`src/rtl/ctlmx_pkg.sv`:
```
package ctlmx_pkg;
  localparam int NUM_FETCH = 3;
  localparam int ABUS_W    = 5;
  localparam int DBUS_W    = 5;
  localparam int STB_BASE  = 7;
  localparam int STB_W     = STB_BASE + NUM_FETCH;
  localparam int CK_W      = 3;
  localparam int OP_W      = 8;

  // address-bus source positions
  localparam int A_PC  = 0;
  localparam int A_HL  = 1;
  localparam int A_IB  = 2;
  localparam int A_INC = 3;
  localparam int A_DEC = 4;

  // data-bus source positions
  localparam int D_RAM = 0;
  localparam int D_RA  = 1;
  localparam int D_ACC = 2;
  localparam int D_IMM = 3;
  localparam int D_ALU = 4;

  // load strobe positions
  localparam int S_RA  = 0;
  localparam int S_ACC = 1;
  localparam int S_ALU = 2;
  localparam int S_HL  = 3;
  localparam int S_ID  = 4;
  localparam int S_WR  = 5;
  localparam int S_PC  = 6;
  localparam int S_IL0 = STB_BASE;

  localparam logic [2:0] MEM_CODE = 3'b110;

  localparam logic [CK_W-1:0] CK_F1    = 3'd1;
  localparam logic [CK_W-1:0] CK_PCINC = 3'd4;
  localparam logic [CK_W-1:0] CK_EX1   = 3'd5;
  localparam logic [CK_W-1:0] CK_EX2   = 3'd6;

  localparam logic [OP_W-1:0] OP_LDA = 8'h3A;
  localparam logic [OP_W-1:0] OP_STA = 8'h32;
  localparam logic [OP_W-1:0] OP_INX = 8'h23;
  localparam logic [OP_W-1:0] OP_DCX = 8'h2B;

  typedef struct packed {
    logic mov;
    logic mvi;
    logic alu_reg;
    logic alu_imm;
    logic lda;
    logic sta;
    logic inx;
    logic dcx;
    logic hlt;
    logic src_mem;
    logic dst_mem;
  } op_class_t;
endpackage

```
`src/rtl/ctlmx_decode.sv`:
```
module ctlmx_decode
  import ctlmx_pkg::*;
(
  input  logic [OP_W-1:0] opcode,
  output op_class_t       cls
);
  logic [1:0] grp;
  logic [2:0] dst;
  logic [2:0] src;

  assign grp = opcode[7:6];
  assign dst = opcode[5:3];
  assign src = opcode[2:0];

  always_comb begin
    cls = '0;
    unique case (grp)
      2'b00: begin
        if (src == MEM_CODE)    cls.mvi = 1'b1;
        else if (opcode == OP_LDA) cls.lda = 1'b1;
        else if (opcode == OP_STA) cls.sta = 1'b1;
        else if (opcode == OP_INX) cls.inx = 1'b1;
        else if (opcode == OP_DCX) cls.dcx = 1'b1;
      end
      2'b01: begin
        if (dst == MEM_CODE && src == MEM_CODE) cls.hlt = 1'b1;
        else                                    cls.mov = 1'b1;
      end
      2'b10: cls.alu_reg = 1'b1;
      2'b11: cls.alu_imm = (src == MEM_CODE);
      default: ;
    endcase
    cls.src_mem = (cls.mov | cls.alu_reg) & (src == MEM_CODE);
    cls.dst_mem = (cls.mov | cls.mvi) & (dst == MEM_CODE);
  end
endmodule

```
`src/rtl/ctlmx_fetch.sv`:
```
module ctlmx_fetch
  import ctlmx_pkg::*;
#(
  parameter int FETCHES = NUM_FETCH
) (
  input  logic [CK_W-1:0]   ck,
  input  logic              pulse,
  output logic [ABUS_W-1:0] addr_sel,
  output logic [DBUS_W-1:0] data_sel,
  output logic [STB_W-1:0]  stb
);
  logic [FETCHES-1:0] hit;

  genvar g;
  generate
    for (g = 0; g < FETCHES; g++) begin : g_fetch
      localparam logic [CK_W-1:0] CODE = CK_W'(int'(CK_F1) + g);
      assign hit[g] = (ck == CODE);
    end
  endgenerate

  logic any_fetch;
  logic inc_cyc;
  assign any_fetch = |hit;
  assign inc_cyc   = (ck == CK_PCINC);

  always_comb begin
    addr_sel = '0;
    data_sel = '0;
    stb      = '0;
    if (any_fetch) begin
      addr_sel[A_PC]  = 1'b1;
      data_sel[D_RAM] = 1'b1;
      stb[S_ID]       = pulse;
      stb[S_IL0 +: FETCHES] = hit & {FETCHES{pulse}};
    end
    if (inc_cyc) begin
      addr_sel[A_INC] = 1'b1;
      stb[S_PC]       = pulse;
    end
  end
endmodule

```
`src/rtl/ctlmx_exec.sv`:
```
module ctlmx_exec
  import ctlmx_pkg::*;
(
  input  logic [CK_W-1:0]   ck,
  input  logic              pulse,
  input  op_class_t         cls,
  output logic [ABUS_W-1:0] addr_sel,
  output logic [DBUS_W-1:0] data_sel,
  output logic [STB_W-1:0]  stb
);
  logic ex1;
  logic ex2;
  logic [STB_W-1:0] stb_raw;

  assign ex1 = (ck == CK_EX1);
  assign ex2 = (ck == CK_EX2);

  always_comb begin
    addr_sel = '0;
    data_sel = '0;
    stb_raw  = '0;
    if (ex1) begin
      if (cls.mov) begin
        if (cls.src_mem) data_sel[D_RAM] = 1'b1;
        else             data_sel[D_RA]  = 1'b1;
        if (cls.dst_mem) stb_raw[S_WR]   = 1'b1;
        else             stb_raw[S_RA]   = 1'b1;
        if (cls.src_mem | cls.dst_mem) addr_sel[A_HL] = 1'b1;
      end
      if (cls.mvi) begin
        data_sel[D_IMM] = 1'b1;
        if (cls.dst_mem) begin
          addr_sel[A_HL] = 1'b1;
          stb_raw[S_WR]  = 1'b1;
        end else begin
          stb_raw[S_RA]  = 1'b1;
        end
      end
      if (cls.alu_reg) begin
        if (cls.src_mem) begin
          addr_sel[A_HL]  = 1'b1;
          data_sel[D_RAM] = 1'b1;
        end else begin
          data_sel[D_RA]  = 1'b1;
        end
        stb_raw[S_ALU] = 1'b1;
      end
      if (cls.alu_imm) begin
        data_sel[D_IMM] = 1'b1;
        stb_raw[S_ALU]  = 1'b1;
      end
      if (cls.lda) begin
        addr_sel[A_IB]  = 1'b1;
        data_sel[D_RAM] = 1'b1;
        stb_raw[S_ACC]  = 1'b1;
      end
      if (cls.sta) begin
        addr_sel[A_IB]  = 1'b1;
        data_sel[D_ACC] = 1'b1;
        stb_raw[S_WR]   = 1'b1;
      end
      if (cls.inx | cls.dcx) begin
        addr_sel[A_HL] = 1'b1;
        stb_raw[S_ID]  = 1'b1;
      end
    end
    if (ex2) begin
      if (cls.alu_reg | cls.alu_imm) begin
        data_sel[D_ALU] = 1'b1;
        stb_raw[S_ACC]  = 1'b1;
      end
      if (cls.inx) begin
        addr_sel[A_INC] = 1'b1;
        stb_raw[S_HL]   = 1'b1;
      end
      if (cls.dcx) begin
        addr_sel[A_DEC] = 1'b1;
        stb_raw[S_HL]   = 1'b1;
      end
    end
  end

  assign stb = stb_raw & {STB_W{pulse}};
endmodule

```
`src/rtl/cyc_ctl_matrix.sv`:
```
module cyc_ctl_matrix
  import ctlmx_pkg::*;
(
  input  logic              clk,
  input  logic              rst,
  input  logic [CK_W-1:0]   cyc_kind,
  input  logic              pulse,
  input  logic [OP_W-1:0]   opcode,
  output logic [ABUS_W-1:0] addr_drv,
  output logic [DBUS_W-1:0] data_drv,
  output logic [STB_W-1:0]  load_stb
);
  op_class_t         cls;
  logic [ABUS_W-1:0] f_addr, e_addr;
  logic [DBUS_W-1:0] f_data, e_data;
  logic [STB_W-1:0]  f_stb,  e_stb;

  ctlmx_decode u_dec (
    .opcode (opcode),
    .cls    (cls)
  );

  ctlmx_fetch #(.FETCHES(NUM_FETCH)) u_fetch (
    .ck       (cyc_kind),
    .pulse    (pulse),
    .addr_sel (f_addr),
    .data_sel (f_data),
    .stb      (f_stb)
  );

  ctlmx_exec u_exec (
    .ck       (cyc_kind),
    .pulse    (pulse),
    .cls      (cls),
    .addr_sel (e_addr),
    .data_sel (e_data),
    .stb      (e_stb)
  );

  // fetch and execute decode disjoint cycle kinds, so OR-merging is safe
  always_ff @(posedge clk) begin
    if (rst) begin
      addr_drv <= '0;
      data_drv <= '0;
      load_stb <= '0;
    end else begin
      addr_drv <= f_addr | e_addr;
      data_drv <= f_data | e_data;
      load_stb <= f_stb  | e_stb;
    end
  end
endmodule

```
`config.mk`:
```
export PLATFORM = sky130hd
export DESIGN_NAME = cyc_ctl_matrix
export DESIGN_NICKNAME = d
export VERILOG_FILES = /design/src/rtl/ctlmx_pkg.sv /design/src/rtl/ctlmx_decode.sv /design/src/rtl/ctlmx_fetch.sv /design/src/rtl/ctlmx_exec.sv /design/src/rtl/cyc_ctl_matrix.sv
export SDC_FILE = /design/constraint.sdc
export NUM_CORES = 1
export LEC_CHECK = 0
export BUFFER_PORTS_ARGS = -buffer_cell sky130_fd_sc_hd__buf_2
export CAP_MARGIN = 20
export CORE_MARGIN = 2
export CORE_UTILIZATION = 30
export DETAILED_ROUTE_END_ITERATION = 8
export PLACE_DENSITY_LB_ADDON = 0.2
export SKIP_LAST_GASP = 1
export SLEW_MARGIN = 5
export SYNTH_ARGS = -nofsm -noshare
export SYNTH_HDL_FRONTEND = slang
export SYNTH_SLANG_ARGS = --single-unit
export TNS_END_PERCENT = 100
```
`constraint.sdc`:
```
create_clock -name clk -period 2 [get_ports clk]
set_clock_uncertainty 0.05 [all_clocks]
set_input_delay 0.4 -clock clk [delete_from_list [all_inputs] [get_ports clk]]
set_output_delay 0.4 -clock clk [all_outputs]
set_load 0.05 [all_outputs]
```
# Word-level counts from Yosys, hierarchy flattened
# Cells that the tools add are included.
# op_classes
eq_ne,15
muxes,64
n_bitwise,12
n_reduce_logical,3
# ops
op,count
$mux W1,52
$eq A8 B6 Y1 const B,4
$eq A3 B3 Y1 const B,5
$mux W2,6
$mux W4,3
$and A6 B10 Y10,1
$or A10 B10 Y10,1
$mux W3,3
$eq A3 B2 Y1 const B,2
$or A1 B1 Y1,5
$or A1 B5 Y5,1
$or A4 B5 Y5,1
$eq A2 B2 Y1 const B,2
$and A3 B3 Y3,1
$eq A3 B1 Y1 const B,1
$reduce_or A3 Y1,1
$and A1 B1 Y1,2
$eq A2 B1 Y1 const B,1
$logic_not A2 Y1,1
$logic_and A1 B1 Y1,1
# totals
register_bits,20
in_bits,14
output_inout_bits,20
word_cells,97

# Longest topological paths before layout
# logic_depth
depth_word,16
depth_mapped,4
mapped_depth_nobuf,3

# Cells and area by module
# Synthesis repeated with hierarchy kept, for this count alone.
# unflattened
hier_cells,131
area_unflattened_um2,1331.3
# by_module_without_submodules
mod,n_inst,cells_each,area_each_um2,seq_area_each_um2
cyc_ctl_matrix,1,42,748.2,400.4
ctlmx_exec,1,38,231.5,0.0
ctlmx_fetch,1,24,183.9,0.0
ctlmx_decode,1,27,167.7,0.0

# Worst setup path before layout
# Ideal clock, no wire load.
# synth_timing
kind,input to register
from,input opcode[7]
to,register load_stb[4]
setup_time_ns,0.066
t_arrival_ns,1.668
required_time_ns,1.884
slack_ns,0.216
cell_stages,4
path_buffers,1
path_cell_list,buf_6 > or4b_4 > or4_4 > a21boi_2
# synth_via
elab_chain_len,12
elab_cells_between_ends,17
cone_classes,4 x eq/ne; 9 x mux; 3 x bitwise; 1 x reduce/logical
# synth_rtl
item,line_no,rtl
start: declaration,cyc_ctl_matrix.sv:8,"input logic [OP_W-1:0] opcode,"
$eq A8 B6 Y1,ctlmx_decode.sv:23,else if (opcode == OP_DCX) cls.dcx = 1'b1;
$mux W1,ctlmx_decode.sv:23,
$mux W1,ctlmx_decode.sv:22,else if (opcode == OP_INX) cls.inx = 1'b1;
$mux W2,ctlmx_decode.sv:21,else if (opcode == OP_STA) cls.sta = 1'b1;
$mux W3,ctlmx_decode.sv:20,else if (opcode == OP_LDA) cls.lda = 1'b1;
$mux W4,ctlmx_decode.sv:19,if (src == MEM_CODE) cls.mvi = 1'b1;
$mux W4 (*),ctlmx_decode.sv:17,unique case (grp)
$or A1 B1 Y1 (*),ctlmx_exec.sv:62,if (cls.inx | cls.dcx) begin
$mux W1 (*),ctlmx_exec.sv:62,
$mux W2 (*),ctlmx_exec.sv:22,if (ex1) begin
$and A6 B10 Y10 (*),ctlmx_exec.sv:83,assign stb = stb_raw & {STB_W{pulse}};
$or A10 B10 Y10 (*),cyc_ctl_matrix.sv:49,load_stb <= f_stb | e_stb;
end signal: assignment,cyc_ctl_matrix.sv:49,
end: declaration,cyc_ctl_matrix.sv:11,output logic [STB_W-1:0] load_stb
# Every way passes the cells marked *; elsewhere a longest branch is shown, timed or not.
# A chain may end at the register's enable or synchronous reset.

# Final worst setup path
# layout_timing
from,input opcode[6]
to,register load_stb[4]
# Same word-level chain as after synthesis.

==> results.md <==
Run status:
- The flow ran to the end, and the final reports show no timing, DRC or antenna violations.

Clock tree:
- CTS built an H-tree with a depth of 1.
- No sink is reached through more buffers than the 2 on the longest clock path.
- The number of buffers added by the clock tree synthesis step is 3.
- The number of hold buffers added after CTS is 0.
- The number of buffers inserted by post-CTS setup repair is 0.
- The CTS clock-pin slew for the worst setup and hold paths is 0.11 ns.
- Clock tree synthesis found a total of 20 sinks.
- The cell sitting at the root of the clock tree is a sky130_fd_sc_hd__clkbuf_4.
- After clock tree synthesis, the repair step resized 0 gates.
- TritonCTS built the clock tree.

Global route:
- For this run the aggregate overflow at the end of global routing stands at 0.
- In the global route stage, met3 resource usage came out at 0.0302.
- The via count of the first global-routing pass is around 630.
- In the global route stage, met2 resource usage came out at 0.170.
- The overall routing resource usage is 0.133.
- The global-route wire length before repair is 3.18 mm.
- The initial antenna violation count came to 0.
- For met1 alone, demand over resource in global routing was 0.188.
- Entering global routing, the biggest net connects 12 pins.
- The global routing stage identified its most utilized layer as met1.

Synthesis:
- The number of instances in the synthesized netlist is around 80.
- The number of nets in the synthesized netlist is between 90 and 100.
- The Yosys step of the flow raised 0 warnings.
- Synthesis instantiated 32 different standard cells from the library.
- The post-synth design cell area is 816 sq um.
- The mean instance size in the synthesized netlist is about 10 sq um.
- The cell taking the most area after synthesis is sky130_fd_sc_hd__dfxtp_1.
- The count of state elements after synthesis is 20.
- Of the synthesized area, sequential elements account for 0.491.
- Ranked by total cell area, the synthesized netlist is headed by sky130_fd_sc_hd__dfxtp_1 (49%), sky130_fd_sc_hd__and3b_1 (4.3%), sky130_fd_sc_hd__nor4b_1 (4.3%), sky130_fd_sc_hd__xnor2_1 (3.2%), sky130_fd_sc_hd__and3_1 (3.1%).
- The area share of the leading cell type in the synthesized netlist is 0.491.

Placed design:
- Port buffering added 33 buffers.
- Detailed placement ended at an HPWL of 1.43 mm.
- The routability congestion estimate from global placement is ~0.86.

Flow run:
- The number of maximum-capacitance constraint violations is 0.

Pwr:
- In this run the static leakage power is 0.492 nW.
- The worst-case IR drop observed on VDD is about 0.28 mV.
- Total power for the finished layout comes to 735 uW.
- In this run the power density over the cells is approximately 700 nW/um^2.

Layout:
- The post-layout net count is 130.
- The layout cell share with drive strength beyond 1 is 0.374.
- The area growth from synthesis to layout is 28.4%.
- The number of fillers in the final layout is between 200 and 300.
- The number of diodes is 0.
- The area taken by flip-flops and latches is 400 sq um.
- In the final layout, the multi-input gates occupy 378 sq um.

Drt:
- In the routed layout, each cell is associated on average with a via count of 5.03.
- The average detailed-routed wire length per instance is 12.5 microns.
- The detailed router's first-iteration violation count is 17.
- In the routed design, unresolved DRC markers number 0.
- Wires add up to 1.82 mm.
- The routed layout has 729 vias.
- The detail route stage leaves a number of antenna-violating nets equal to 0.
- The iteration count of the initial detailed-routing pass is 4.

STA:
- The worst slew slack as a fraction of its limit is 0.744.
- The final critical delay including setup and external delays is 1.53 ns.
- The count of endpoints failing setup in the final report is 0.
- The number of pins with negative max-slew slack in the final report is 0.
- Setup repair after global routing left no endpoint under its margin.
- The actual slew at the worst max-slew pin is 0.378 ns.
- The final-layout setup total negative slack is 0 ns.
- Derived from the worst setup path, the maximum achievable clock frequency is 0.652 GHz.
- The hold violation total from the final report came to 0.
- Dividing the final minimum period by the clock period gives 0.767.

Critical path:
- Data on the critical path arrives at its endpoint at 1.73 ns.
- The critical path start-end classification is input pin to flip-flop.
- The top fanout value on the critical path is 6.
- The worst setup path is captured at a flip-flop.
- The critical path required time is 2.19 ns.
- The startpoint class of the critical path is an input pin.

Floorplan:
- The floorplan step set the die height to ~56 microns.
- The chip width is about 56 microns.
- The count of boundary I/O pins is 34.
- Row generation in the floorplan step produced 18 rows.
- The standard cell core area is 2520 sq um.
- The die covers 3150 sq um.
- The initial cell density of the core is 0.323.

Worst hold path:
- The instance count along the most critical hold path is 2.
- The path class of the tightest hold or removal check is input pin to flip-flop.
## final cells by class
type	instances	share of cell area
Sequential cell	20	0.382
Clock buffer	4	0.0346
Multi-Input combinational cell	53	0.361
Tap cell	30	0.0358
Inverter	2	0.00717
Timing Repair Buffer	36	0.179
## metrics by stage
step	area (sq um)	utilization	worst slack [ns]	hold slack (ns)	instances
6_report	1050	0.415	0.466	0.299	145
3_3_place_gp	1010	0.401	0.178	0.640	141
2_1_floorplan	816	-	0.216	0.429	81
5_1_grt	1050	0.415	0.450	0.297	145
4_1_cts	1050	0.415	0.473	0.288	145
3_5_place_dp	1010	0.401	0.147	0.626	141
## worst paths after layout
path                  slack, ns                     end      start
worst min-delay path       0.30  data_drv[2]$_SDFF_PP0_  opcode[3]
worst max-delay path       0.47  load_stb[4]$_SDFF_PP0_  opcode[6]
## per-layer routing
layer	vias up	routed length, microns
met3	5	118
met5	-	0
met2	25	774
met1	324	859
li1	375	-
met4	0	66
## where the power goes
group,leakage (nW),internal (mW),switching [mW]
registers,0.162,0.404,0.00121
logic,0.309,0.0347,0.0640
clock network,0.0210,0.111,0.119
total,0.492,0.550,0.185
## flip-flops by register name, indices dropped and copies added (netlist names)
register	cells
data_drv	5
addr_drv	5
load_stb	10
## cells in the mapped netlist
cell type and instances:
sky130_fd_sc_hd__a21boi_2 1, sky130_fd_sc_hd__a21oi_1 1, sky130_fd_sc_hd__and3_1 4, sky130_fd_sc_hd__and3b_1 4
sky130_fd_sc_hd__and4b_1 2, sky130_fd_sc_hd__buf_6 1, sky130_fd_sc_hd__clkbuf_1 5, sky130_fd_sc_hd__dfxtp_1 20
sky130_fd_sc_hd__inv_1 2, sky130_fd_sc_hd__nand2_1 3, sky130_fd_sc_hd__nand2b_1 1, sky130_fd_sc_hd__nand3_1 1
sky130_fd_sc_hd__nand3b_1 1, sky130_fd_sc_hd__nand4_1 1, sky130_fd_sc_hd__nand4bb_1 1, sky130_fd_sc_hd__nor2_1 6
sky130_fd_sc_hd__nor2b_1 1, sky130_fd_sc_hd__nor3_1 4, sky130_fd_sc_hd__nor4_1 1, sky130_fd_sc_hd__nor4b_1 4
sky130_fd_sc_hd__nor4bb_1 2, sky130_fd_sc_hd__o2111ai_1 1, sky130_fd_sc_hd__o211ai_1 2, sky130_fd_sc_hd__o21ai_0 1
sky130_fd_sc_hd__o21ai_1 2, sky130_fd_sc_hd__o32ai_1 1, sky130_fd_sc_hd__o41ai_1 1, sky130_fd_sc_hd__or3_1 1
sky130_fd_sc_hd__or4_4 1, sky130_fd_sc_hd__or4b_1 1, sky130_fd_sc_hd__or4b_4 1, sky130_fd_sc_hd__xnor2_1 3
## placed cells by master (no fill, tap or decap), drive strengths merged
master / n
or3: 1
o41ai: 1
nor4: 1
a21boi: 1
and3b: 4
clkbuf: 4
nand2: 3
nand4bb: 1
and4b: 2
nand3b: 1
dfxtp: 20
inv: 2
buf: 36
nand3: 1
nor2b: 1
o32ai: 1
nand2b: 1
nor4b: 4
nor4bb: 2
nor2: 6
nand4: 1
o21ai: 3
or4b: 2
and3: 4
a21oi: 1
o2111ai: 1
or4: 1
xnor2: 3
o211ai: 2
nor3: 4
## kinds of logic (layout without fill, tap and decap cells)
logic type	count (synthesis)	after routing	synth area share
AND/OR/NAND/NOR	40	40	0.342
flip-flops	20	20	0.491
AO/OA/AOI/OAI	10	10	0.0889
buffers and inverters	8	42	0.0460
XOR/XNOR	3	3	0.0322
## worst max-delay path, stage by stage
cell and delay (ns):
sky130_fd_sc_hd__buf_2 0.14, sky130_fd_sc_hd__or4b_4 0.53, sky130_fd_sc_hd__or4_4 0.51, sky130_fd_sc_hd__a21boi_2 0.15
(Power assumes the default switching activity.)
